[config.mk]
export PLATFORM = sky130hd
export DESIGN_NAME = ext_wait_seq
export DESIGN_NICKNAME = d
export VERILOG_FILES = /design/src/rtl/ews_pkg.sv /design/src/rtl/ews_cfg_reg.sv /design/src/rtl/ews_wait_decode.sv /design/src/rtl/ews_sequencer.sv /design/src/rtl/ext_wait_seq.sv
export SDC_FILE = /design/constraint.sdc
export NUM_CORES = 1
export LEC_CHECK = 0
export ABC_AREA = 0
export BUFFER_PORTS_ARGS = -buffer_cell sky130_fd_sc_hd__buf_4
export CORE_UTILIZATION = 40
export DETAILED_ROUTE_END_ITERATION = 6
export HOLD_SLACK_MARGIN = 0.1
export PLACE_DENSITY = 0.66
export SETUP_SLACK_MARGIN = 0.15
export SLEW_MARGIN = 20
export SYNTH_ARGS = -nofsm -noshare
export SYNTH_HDL_FRONTEND = slang
export SYNTH_HIERARCHICAL = 1
export SYNTH_SLANG_ARGS = --single-unit
export TNS_END_PERCENT = 10
[constraint.sdc]
create_clock -name clk -period 2.45 [get_ports clk]
set_input_delay 0.245 -clock clk [delete_from_list [all_inputs] [get_ports clk]]
set_output_delay 0.245 -clock clk [all_outputs]
set_load 0.02 [all_outputs]
[src/rtl/ews_pkg.sv]
package ews_pkg;
  typedef enum logic [1:0] {
    ST_IDLE = 2'd0,
    ST_ACC  = 2'd1,
    ST_TRL  = 2'd2
  } ews_state_t;
endpackage

[src/rtl/ews_cfg_reg.sv]
module ews_cfg_reg #(
  parameter int WAIT_W = 5,
  parameter int AREAS  = 2,
  localparam int CFG_W  = WAIT_W * AREAS,
  localparam int AREA_W = (AREAS > 1) ? $clog2(AREAS) : 1
) (
  input  logic              clk,
  input  logic              rst,
  input  logic              we,
  input  logic [CFG_W-1:0]  wdata,
  output logic [CFG_W-1:0]  rdata,
  input  logic [AREA_W-1:0] sel,
  output logic [WAIT_W-1:0] sel_wait
);
  logic [WAIT_W-1:0] field [AREAS];

  for (genvar a = 0; a < AREAS; a++) begin : g_area
    always_ff @(posedge clk) begin
      if (rst)
        field[a] <= '1;
      else if (we)
        field[a] <= wdata[a*WAIT_W +: WAIT_W];
    end
    assign rdata[a*WAIT_W +: WAIT_W] = field[a];
  end

  assign sel_wait = field[sel];
endmodule

[src/rtl/ews_wait_decode.sv]
module ews_wait_decode #(
  parameter int WAIT_W    = 5,
  parameter int ONE_TRAIL = 4,
  parameter int TWO_TRAIL = 8
) (
  input  logic [WAIT_W-1:0] raw,
  output logic [WAIT_W-1:0] eff,
  output logic [1:0]        trail
);
  always_comb begin
    eff = (raw == '0) ? WAIT_W'(1) : raw;
    if (32'(eff) >= TWO_TRAIL)
      trail = 2'd2;
    else if (32'(eff) >= ONE_TRAIL)
      trail = 2'd1;
    else
      trail = 2'd0;
  end
endmodule

[src/rtl/ews_sequencer.sv]
module ews_sequencer
  import ews_pkg::*;
#(
  parameter int WAIT_W = 5
) (
  input  logic              clk,
  input  logic              rst,
  input  logic              req,
  input  logic              req_write,
  input  logic              req_dram,
  input  logic [WAIT_W-1:0] eff,
  input  logic [1:0]        trail,
  output logic              bus_cs,
  output logic              rd_stb,
  output logic              wr_stb,
  output logic              done,
  output logic              busy,
  output logic              dram_fwd
);
  ews_state_t        state;
  logic [WAIT_W-1:0] cnt;
  logic [1:0]        trl_q;

  always_ff @(posedge clk) begin
    if (rst) begin
      state    <= ST_IDLE;
      cnt      <= '0;
      trl_q    <= '0;
      bus_cs   <= 1'b0;
      rd_stb   <= 1'b0;
      wr_stb   <= 1'b0;
      done     <= 1'b0;
      busy     <= 1'b0;
      dram_fwd <= 1'b0;
    end else begin
      dram_fwd <= 1'b0;
      case (state)
        ST_IDLE: begin
          if (req && req_dram) begin
            dram_fwd <= 1'b1;
          end else if (req) begin
            state  <= ST_ACC;
            cnt    <= eff - WAIT_W'(1);
            trl_q  <= trail;
            bus_cs <= 1'b1;
            busy   <= 1'b1;
            rd_stb <= !req_write;
            wr_stb <= req_write;
            done   <= (eff == WAIT_W'(1));
          end
        end
        ST_ACC: begin
          if (cnt == '0) begin
            rd_stb <= 1'b0;
            wr_stb <= 1'b0;
            done   <= 1'b0;
            if (trl_q == 2'd0) begin
              state  <= ST_IDLE;
              bus_cs <= 1'b0;
              busy   <= 1'b0;
            end else begin
              state <= ST_TRL;
              cnt   <= WAIT_W'(trl_q) - WAIT_W'(1);
            end
          end else begin
            cnt  <= cnt - WAIT_W'(1);
            done <= (cnt == WAIT_W'(1));
          end
        end
        ST_TRL: begin
          if (cnt == '0) begin
            state  <= ST_IDLE;
            bus_cs <= 1'b0;
            busy   <= 1'b0;
          end else begin
            cnt <= cnt - WAIT_W'(1);
          end
        end
        default: state <= ST_IDLE;
      endcase
    end
  end
endmodule

[src/rtl/ext_wait_seq.sv]
module ext_wait_seq #(
  parameter int WAIT_W    = 5,
  parameter int AREAS     = 2,
  parameter int ONE_TRAIL = 4,
  parameter int TWO_TRAIL = 8,
  localparam int CFG_W  = WAIT_W * AREAS,
  localparam int AREA_W = (AREAS > 1) ? $clog2(AREAS) : 1
) (
  input  logic              clk,
  input  logic              rst,
  input  logic              cfg_we,
  input  logic [CFG_W-1:0]  cfg_wdata,
  output logic [CFG_W-1:0]  cfg_rdata,
  input  logic              req,
  input  logic [AREA_W-1:0] req_area,
  input  logic              req_write,
  input  logic              req_dram,
  output logic              bus_cs,
  output logic              rd_stb,
  output logic              wr_stb,
  output logic              done,
  output logic              busy,
  output logic              dram_fwd
);
  logic [WAIT_W-1:0] raw_wait;
  logic [WAIT_W-1:0] eff_wait;
  logic [1:0]        trail;

  ews_cfg_reg #(.WAIT_W(WAIT_W), .AREAS(AREAS)) u_cfg (
    .clk(clk), .rst(rst), .we(cfg_we), .wdata(cfg_wdata),
    .rdata(cfg_rdata), .sel(req_area), .sel_wait(raw_wait)
  );

  ews_wait_decode #(.WAIT_W(WAIT_W), .ONE_TRAIL(ONE_TRAIL), .TWO_TRAIL(TWO_TRAIL)) u_dec (
    .raw(raw_wait), .eff(eff_wait), .trail(trail)
  );

  ews_sequencer #(.WAIT_W(WAIT_W)) u_seq (
    .clk(clk), .rst(rst), .req(req), .req_write(req_write), .req_dram(req_dram),
    .eff(eff_wait), .trail(trail), .bus_cs(bus_cs), .rd_stb(rd_stb),
    .wr_stb(wr_stb), .done(done), .busy(busy), .dram_fwd(dram_fwd)
  );
endmodule

==> flow_summary_export.csv, run 1 <==
group,metric,value,unit
outcome,status,"finished clean",
logic_synthesis,synth_mux_area_share,7.68,%
die,core.rowCount,22,
placed_design,portBuffers,32,
placed_design,gp_congestion,0.810,
clock_network,clock-sinks,24,
die,die_x,63.9,um
timing,maxSlewHeadroom,69.3,%
clock_network,tritoncts,"yes",
detailed_routing,vias_per_cell,5.25,
logic_synthesis,synth_edf_count,10,
worst_hold_path,min_path_cells,3,
die,io_pins,33,
placed_design,place_area,1790,um^2
run,cap_violations,0,
die,die_h,63.9,um
worst_hold_path,holdPathEnd,"u_seq/wr_stb",
logic_synthesis,async_flop_share,0,%
critical_path,cp_max_fo,4,
die,start_util,41.8,%
critical_path,cp.required,2.61,ns
critical_path,r2r_cells,9,
timing,hold_slack,0.226,ns
critical_path,startpoint_type,"flop",
timing,fin_crit_sh,92.1,%
final_layout,area_growth,20.2,%
clock_network,h-tree-depth,1,
clock_network,clkTransAtPathRegs,0.08,ns
worst_hold_path,holdCritStartpoint,"req_write",
critical_path,r2r_slack,0.19,ns
timing,drv_slew,0,
logic_synthesis,synthXorXnorAreaFrac,2.86,%
timing,grt_setup_unrepaired,"yes",
logic_synthesis,avgSynthCellArea,10.2,um^2
logic_synthesis,synth_seq_cells,24,
logic_synthesis,synth_top_area_share,19.6,%
power_and_ir_drop,p_per_area,799,nW/um^2
die,core-area,3660,um^2
detailed_routing,wl_per_cell,12.7,um
power_and_ir_drop,peakVddDrop,0.000286,V
logic_synthesis,synth_top_family_by_area,"simple AND/OR/NAND/NOR gates",
logic_synthesis,netlist-cell-type-count,44,
final_layout,layout-drive-gt1-share,27.7,%
logic_synthesis,syn-num-nets,179,
clock_network,clock_latency,0.26,ns
logic_synthesis,syn_inst,150,
global_route,gr-total-overflow,0,
power_and_ir_drop,p_leak,0.775,nW
critical_path,r2r-start,"u_cfg/field[1][3]",
timing,finalHoldViolations,0,
final_layout,n_antenna_cell,0,
final_layout,final_area,1840,um^2
timing,fmax,0.443,GHz
critical_path,arrival,2.42,ns
timing,fin_setup_tns,0,ns
detailed_routing,vias,1182,
global_route,grt_pass1_wl,4680,um
timing,setup_viol,0,
logic_synthesis,synth_compound_area_share,14.1,%
critical_path,crit_path_end_kind,"flop",
timing,fin_worst_skew,0.00195,ns
logic_synthesis,yosys_most_used_dff,"dfxtp_1",
die,dieArea,4080,um^2
logic_synthesis,yosys_warnings,6,
detailed_routing,drt_iter0_markers,50,
final_layout,mostFrequentLayoutCells,"33 x buf_4, 14 x dfxtp_1, 13 x inv_1",
logic_synthesis,synth_fa_ha_area_share,9.80,%
clock_network,clockBufferDepth,2,
global_route,grt_usage,14.6,%
global_route,grt_max_degree,24,
clock_network,cts_root_buf,"clkbuf_8",
detailed_routing,remaining_drc_errors,0,
final_layout,final_net_count,208,
critical_path,reg2reg_to,"u_seq/cnt[4]",
critical_path,criticalPathCategory,"flop to flop",
logic_synthesis,yosys-top-cells-area,"edfxtp_1 20%, dfxtp_1 18%, ha_1 9.8%, or3b_1 5.7%, mux2_2 3.7%",
placed_design,dp.final_hpwl,2230,um
logic_synthesis,yosysSeqAreaShare,37.9,%
worst_hold_path,worstHoldPathType,"input pin to flop",
timing,finalCriticalPeriod,2.26,ns
clock_network,hold_buffers,0,
global_route,first_global_vias,1142,
detailed_routing,antenna_left,0,
global_route,antenna_found_initial,0,
timing,worstMarginPinSlew,0.461,ns
logic_synthesis,synth-simple-area-share,21.4,%
logic_synthesis,synth_top_cell_by_area,"edfxtp_1",
logic_synthesis,synth_area,1530,um^2
detailed_routing,drt_pre_antenna_iters,4,
final_layout,mostFrequentLayoutCell,"buf_4",
detailed_routing,wl,2860,um
clock_network,numCtsBuffers,3,
-- cell families (layout without fill, tap and decap cells) --
logic type / count (synthesis) / in the layout
adder cells (fa/ha/maj): 12 / 12
buffers and inverters: 22 / 49
AND/OR/NAND/NOR: 49 / 49
AO/OA/AOI/OAI: 27 / 27
flip-flops: 24 / 24
XOR/XNOR: 5 / 5
multiplexers: 11 / 11
-- report_power, final --
part / internal, mW / total (mW) / leakage [nW] / switching, mW
Sequential: 0.482 / 0.552 / 0.209 / 0.0708
Combinational: 0.337 / 0.689 / 0.545 / 0.352
Clock: 0.110 / 0.228 / 0.0216 / 0.119
Total: 0.929 / 1.47 / 0.775 / 0.541
-- cell type report --
| type | instances | area, um^2 |
|---|---|---|
| Multi-Input combinational cell | 104 | 862 |
| Sequential cell | 24 | 581 |
| Fill cell | 345 | 1820 |
| Timing Repair Buffer | 33 | 248 |
| Tap cell | 48 | 60.1 |
| Inverter | 13 | 48.8 |
| Clock buffer | 3 | 41.3 |
-- synthesized netlist by cell type (2+ instances only) --
cell type	n
nand2b_1	3
nor3_1	3
dfxtp_1	14
clkbuf_1	6
xnor2_1	5
mux2i_1	5
edfxtp_1	10
or3b_1	10
inv_1	13
a32o_1	5
nor2b_1	4
nor2_1	10
a31oi_1	2
o21ai_0	7
nand2_1	6
mux2_2	5
a21oi_1	3
ha_1	12
a21o_1	2
-- metrics by stage --
step | power, mW | utilization [%] | std cells | setup WS [ns]
finish | 1.47 | 50.3 | 225 | 0.194
global route | 1.58 | 50.3 | 225 | 0.0551
CTS | 1.48 | 50.1 | 225 | 0.190
detailed placement | 1.24 | 48.8 | 221 | 0.119
global placement | 1.23 | 48.8 | 221 | 0.211
floorplan | 1.08 | - | 150 | 0.239
-- flip-flops by register name (all words and copies together) (netlist names) --
name	flops
u_seq/wr_stb	1
u_seq/rd_stb	1
u_seq/dram_fwd	1
u_seq/trl_q	2
u_seq/cnt	5
u_cfg/field	10
u_seq/state	2
u_seq/done	1
u_seq/busy	1
-- layer usage --
| metal | GRT usage, % | wire length, um | vias to the layer above |
|---|---|---|---|
| met5 | 0 | 0 | - |
| met4 | 4.26 | 27 | 0 |
| met3 | 4.29 | 181 | 4 |
| met2 | 27.1 | 1440 | 36 |
| met1 | 15.8 | 1210 | 548 |
| li1 | - | - | 594 |
-- worst max-delay path: stages (launching register included) --
cell and delay, ns:
edfxtp_1 0.39, mux2_2 0.33, or2_4 0.28, o31ai_4 0.22, inv_1 0.07, ha_1 0.22
nor3b_1 0.15, xnor2_1 0.16, o21ai_0 0.09, a32o_1 0.24
-- timing repair --
item | in CTS | in global routing
endpoints found under the hold margin | 0 | 0
buffers inserted | 1 | 0
pin swaps | 1 | 0
cloned | 0 | 0
endpoints found under the setup margin | 1 | 2
gates resized for setup | 0 | 1
-- worst max path at each step --
stage / start / endpoint / slack (ns) / cells past startpoint
2_1_floorplan: u_cfg/field[1][3] / u_seq/cnt[4] / 0.24 / 9
3_3_place_gp: req_area / u_seq/cnt[4] / 0.21 / 10
3_5_place_dp: req_area / u_seq/cnt[4] / 0.12 / 10
4_1_cts: u_cfg/field[1][3] / u_seq/cnt[4] / 0.19 / 9
5_1_grt: u_cfg/field[1][3] / u_seq/cnt[4] / 0.06 / 9
6_report: u_cfg/field[1][3] / u_seq/cnt[4] / 0.19 / 9
No activity file was read; power rests on OpenSTA's default activity.
==> run 2: changes to the inputs <==
Settings changed: RECOVER_POWER from default to 25.
==> run 2 against run 1 <==
- register-to-register slack hardly changed
- utilization fell by 0.31 points
- global-route usage unchanged
- hold slack hardly changed
- largest power group unchanged
- critical path type unchanged
- non-clock buffer count unchanged
- via count is 0.17% higher
- clock-buffer cell count unchanged
- first-iteration DRC count down 2.0%
- sequential power about the same
- clock skew about the same
- sequential share of layout area rose by 0.19 points
- maximum frequency unchanged
==> flow_summary_export.csv, run 2 (same netlist as run 1, synthesis figures left out) <==
group,metric,value,unit
power_and_ir_drop,p_leak,0.763,nW
detailed_routing,drt_pre_antenna_iters,4,
timing,grt_setup_unrepaired,"yes",
clock_network,clock_latency,0.26,ns
final_layout,mostFrequentLayoutCells,"30 x buf_4, 14 x dfxtp_1, 13 x inv_1",
critical_path,cpLargestDelayFamily,"compound AO/OA/AOI/OAI gates",
final_layout,mostFrequentLayoutCell,"buf_4",
final_layout,layout-drive-gt1-share,26.0,%
timing,maxSlewHeadroom,43.5,%
detailed_routing,vias_per_cell,5.26,
final_layout,reg_top3,"u_cfg/field (10), u_seq/cnt (5)",
power_and_ir_drop,p_per_area,802,nW/um^2
critical_path,cp_max_fo,4,
worst_hold_path,worstHoldPathType,"input pin to flop",
timing,worstMarginPinSlew,0.848,ns
global_route,grt_pass1_wl,4680,um
clock_network,tritoncts,"yes",
timing,finalHoldViolations,0,
critical_path,crit_path_max_incr_delay,0.39,ns
global_route,gr-total-overflow,0,
clock_network,cts_root_buf,"clkbuf_8",
placed_design,portBuffers,32,
critical_path,criticalPathCategory,"flop to flop",
die,core.rowCount,22,
clock_network,clockBufferDepth,2,
die,start_util,41.8,%
global_route,antenna_found_initial,0,
critical_path,critPathLaunch,"u_cfg/field[1][3]",
power_and_ir_drop,finalPower,1.47,mW
critical_path,crit_buf_inv,1,
timing,fin_setup_tns,0,ns
final_layout,final_net_count,208,
clock_network,hold_buffers,0,
detailed_routing,wl_per_cell,12.7,um
critical_path,cpMaxStageDelayCell,"edfxtp_1",
power_and_ir_drop,peakVddDrop,0.000285,V
placed_design,gp_congestion,0.810,
run,cap_violations,0,
die,core-area,3660,um^2
global_route,grt_max_degree,24,
timing,drv_slew,0,
final_layout,final_cells,225,
final_layout,largest_reg_flops,10,
detailed_routing,drt_iter0_markers,49,
timing,fin_crit_sh,92.1,%
timing,fin_ws,0.194,ns
timing,fin_worst_skew,0.00195,ns
detailed_routing,wl,2860,um
outcome,status,"finished clean",
critical_path,cp_cell_sequence,"mux2_2, or2_4, o31ai_4, inv_1, ha_1, nor3b_1, xnor2_1, o21ai_0, a32o_1",
placed_design,pre_cts_ws,0.119,ns
placed_design,dp.final_hpwl,2230,um
final_layout,area_growth,19.4,%
detailed_routing,remaining_drc_errors,0,
die,die_h,63.9,um
critical_path,cp.required,2.61,ns
clock_network,clkTransAtPathRegs,0.08,ns
timing,finalCriticalPeriod,2.26,ns
critical_path,startpoint_type,"flop",
global_route,grt_usage,14.6,%
die,io_pins,33,
placed_design,dp.cells,221,
clock_network,numCtsBuffers,3,
critical_path,arrival,2.42,ns
clock_network,clock-sinks,24,
global_route,first_global_vias,1142,
die,die_x,63.9,um
clock_network,h-tree-depth,1,
detailed_routing,vias,1184,
worst_hold_path,holdCritStartpoint,"req_write",
timing,setup_viol,0,
detailed_routing,antenna_left,0,
die,dieArea,4080,um^2
critical_path,r2r-start,"u_cfg/field[1][3]",
timing,fmax,0.443,GHz
critical_path,crit_path_end_kind,"flop",
final_layout,n_antenna_cell,0,
final_layout,top_register,"u_cfg/field",
## run 2: cell count changes in the layout (fill, tap and decap cells not counted)
cell,previous run,this run
buf_4,33,30
clkbuf_1,0,3
## run 2: worst register-to-register path, cell delays in order (launching register included)
cell and delay [ns]:
edfxtp_1 0.39, mux2_2 0.33, or2_4 0.28, o31ai_4 0.22, inv_1 0.07, ha_1 0.22
nor3b_1 0.15, xnor2_1 0.16, o21ai_0 0.09, a32o_1 0.24
## run 2: where the power goes
| group | switching, mW | internal, mW | leakage, nW |
|---|---|---|---|
| Clock | 0.119 | 0.110 | 0.0216 |
| Combinational | 0.352 | 0.334 | 0.533 |
| Sequential | 0.0707 | 0.482 | 0.209 |
| Total | 0.541 | 0.926 | 0.763 |
## run 2: final timing paths
path | to | slack, ns | cells past startpoint
setup / recovery | u_seq/cnt[4] | 0.19 | 9
hold reg to reg | u_seq/wr_stb | 0.48 | 2
setup reg to reg | u_seq/cnt[4] | 0.19 | 9
hold / removal | u_seq/wr_stb | 0.23 | 3
## run 2: layer usage
metal	GRT usage [%]	part of all wire, %	vias up
met2	27.1	50	36
li1	-	-	594
met4	4.26	0.94	0
met5	0	0	-
met1	15.8	42	550
met3	4.29	6.5	4
## run 2: through the flow
stage	util [%]	hold WS [ns]	cell area (um^2)
2_1_floorplan	-	0.381	1530
3_3_place_gp	48.8	0.460	1790
3_5_place_dp	48.8	0.471	1790
4_1_cts	50.1	0.222	1830
5_1_grt	50.0	0.231	1830
6_report	50.0	0.226	1830
## run 2: repair_timing
action / 4_1_cts / 5_1_grt
endpoints found under the setup margin: 1 / 2
pin swaps: 1 / 0
setup buffers: 1 / 0
resized for setup: 0 / 1
## run 2: area by class of cell
class                           instances  area [um^2]
Clock buffer                            3         41.3
Timing Repair Buffer                   33          236
Fill cell                             345         1830
Multi-Input combinational cell        104          862
Inverter                               13         48.8
Sequential cell                        24          581
Tap cell                               48         60.1
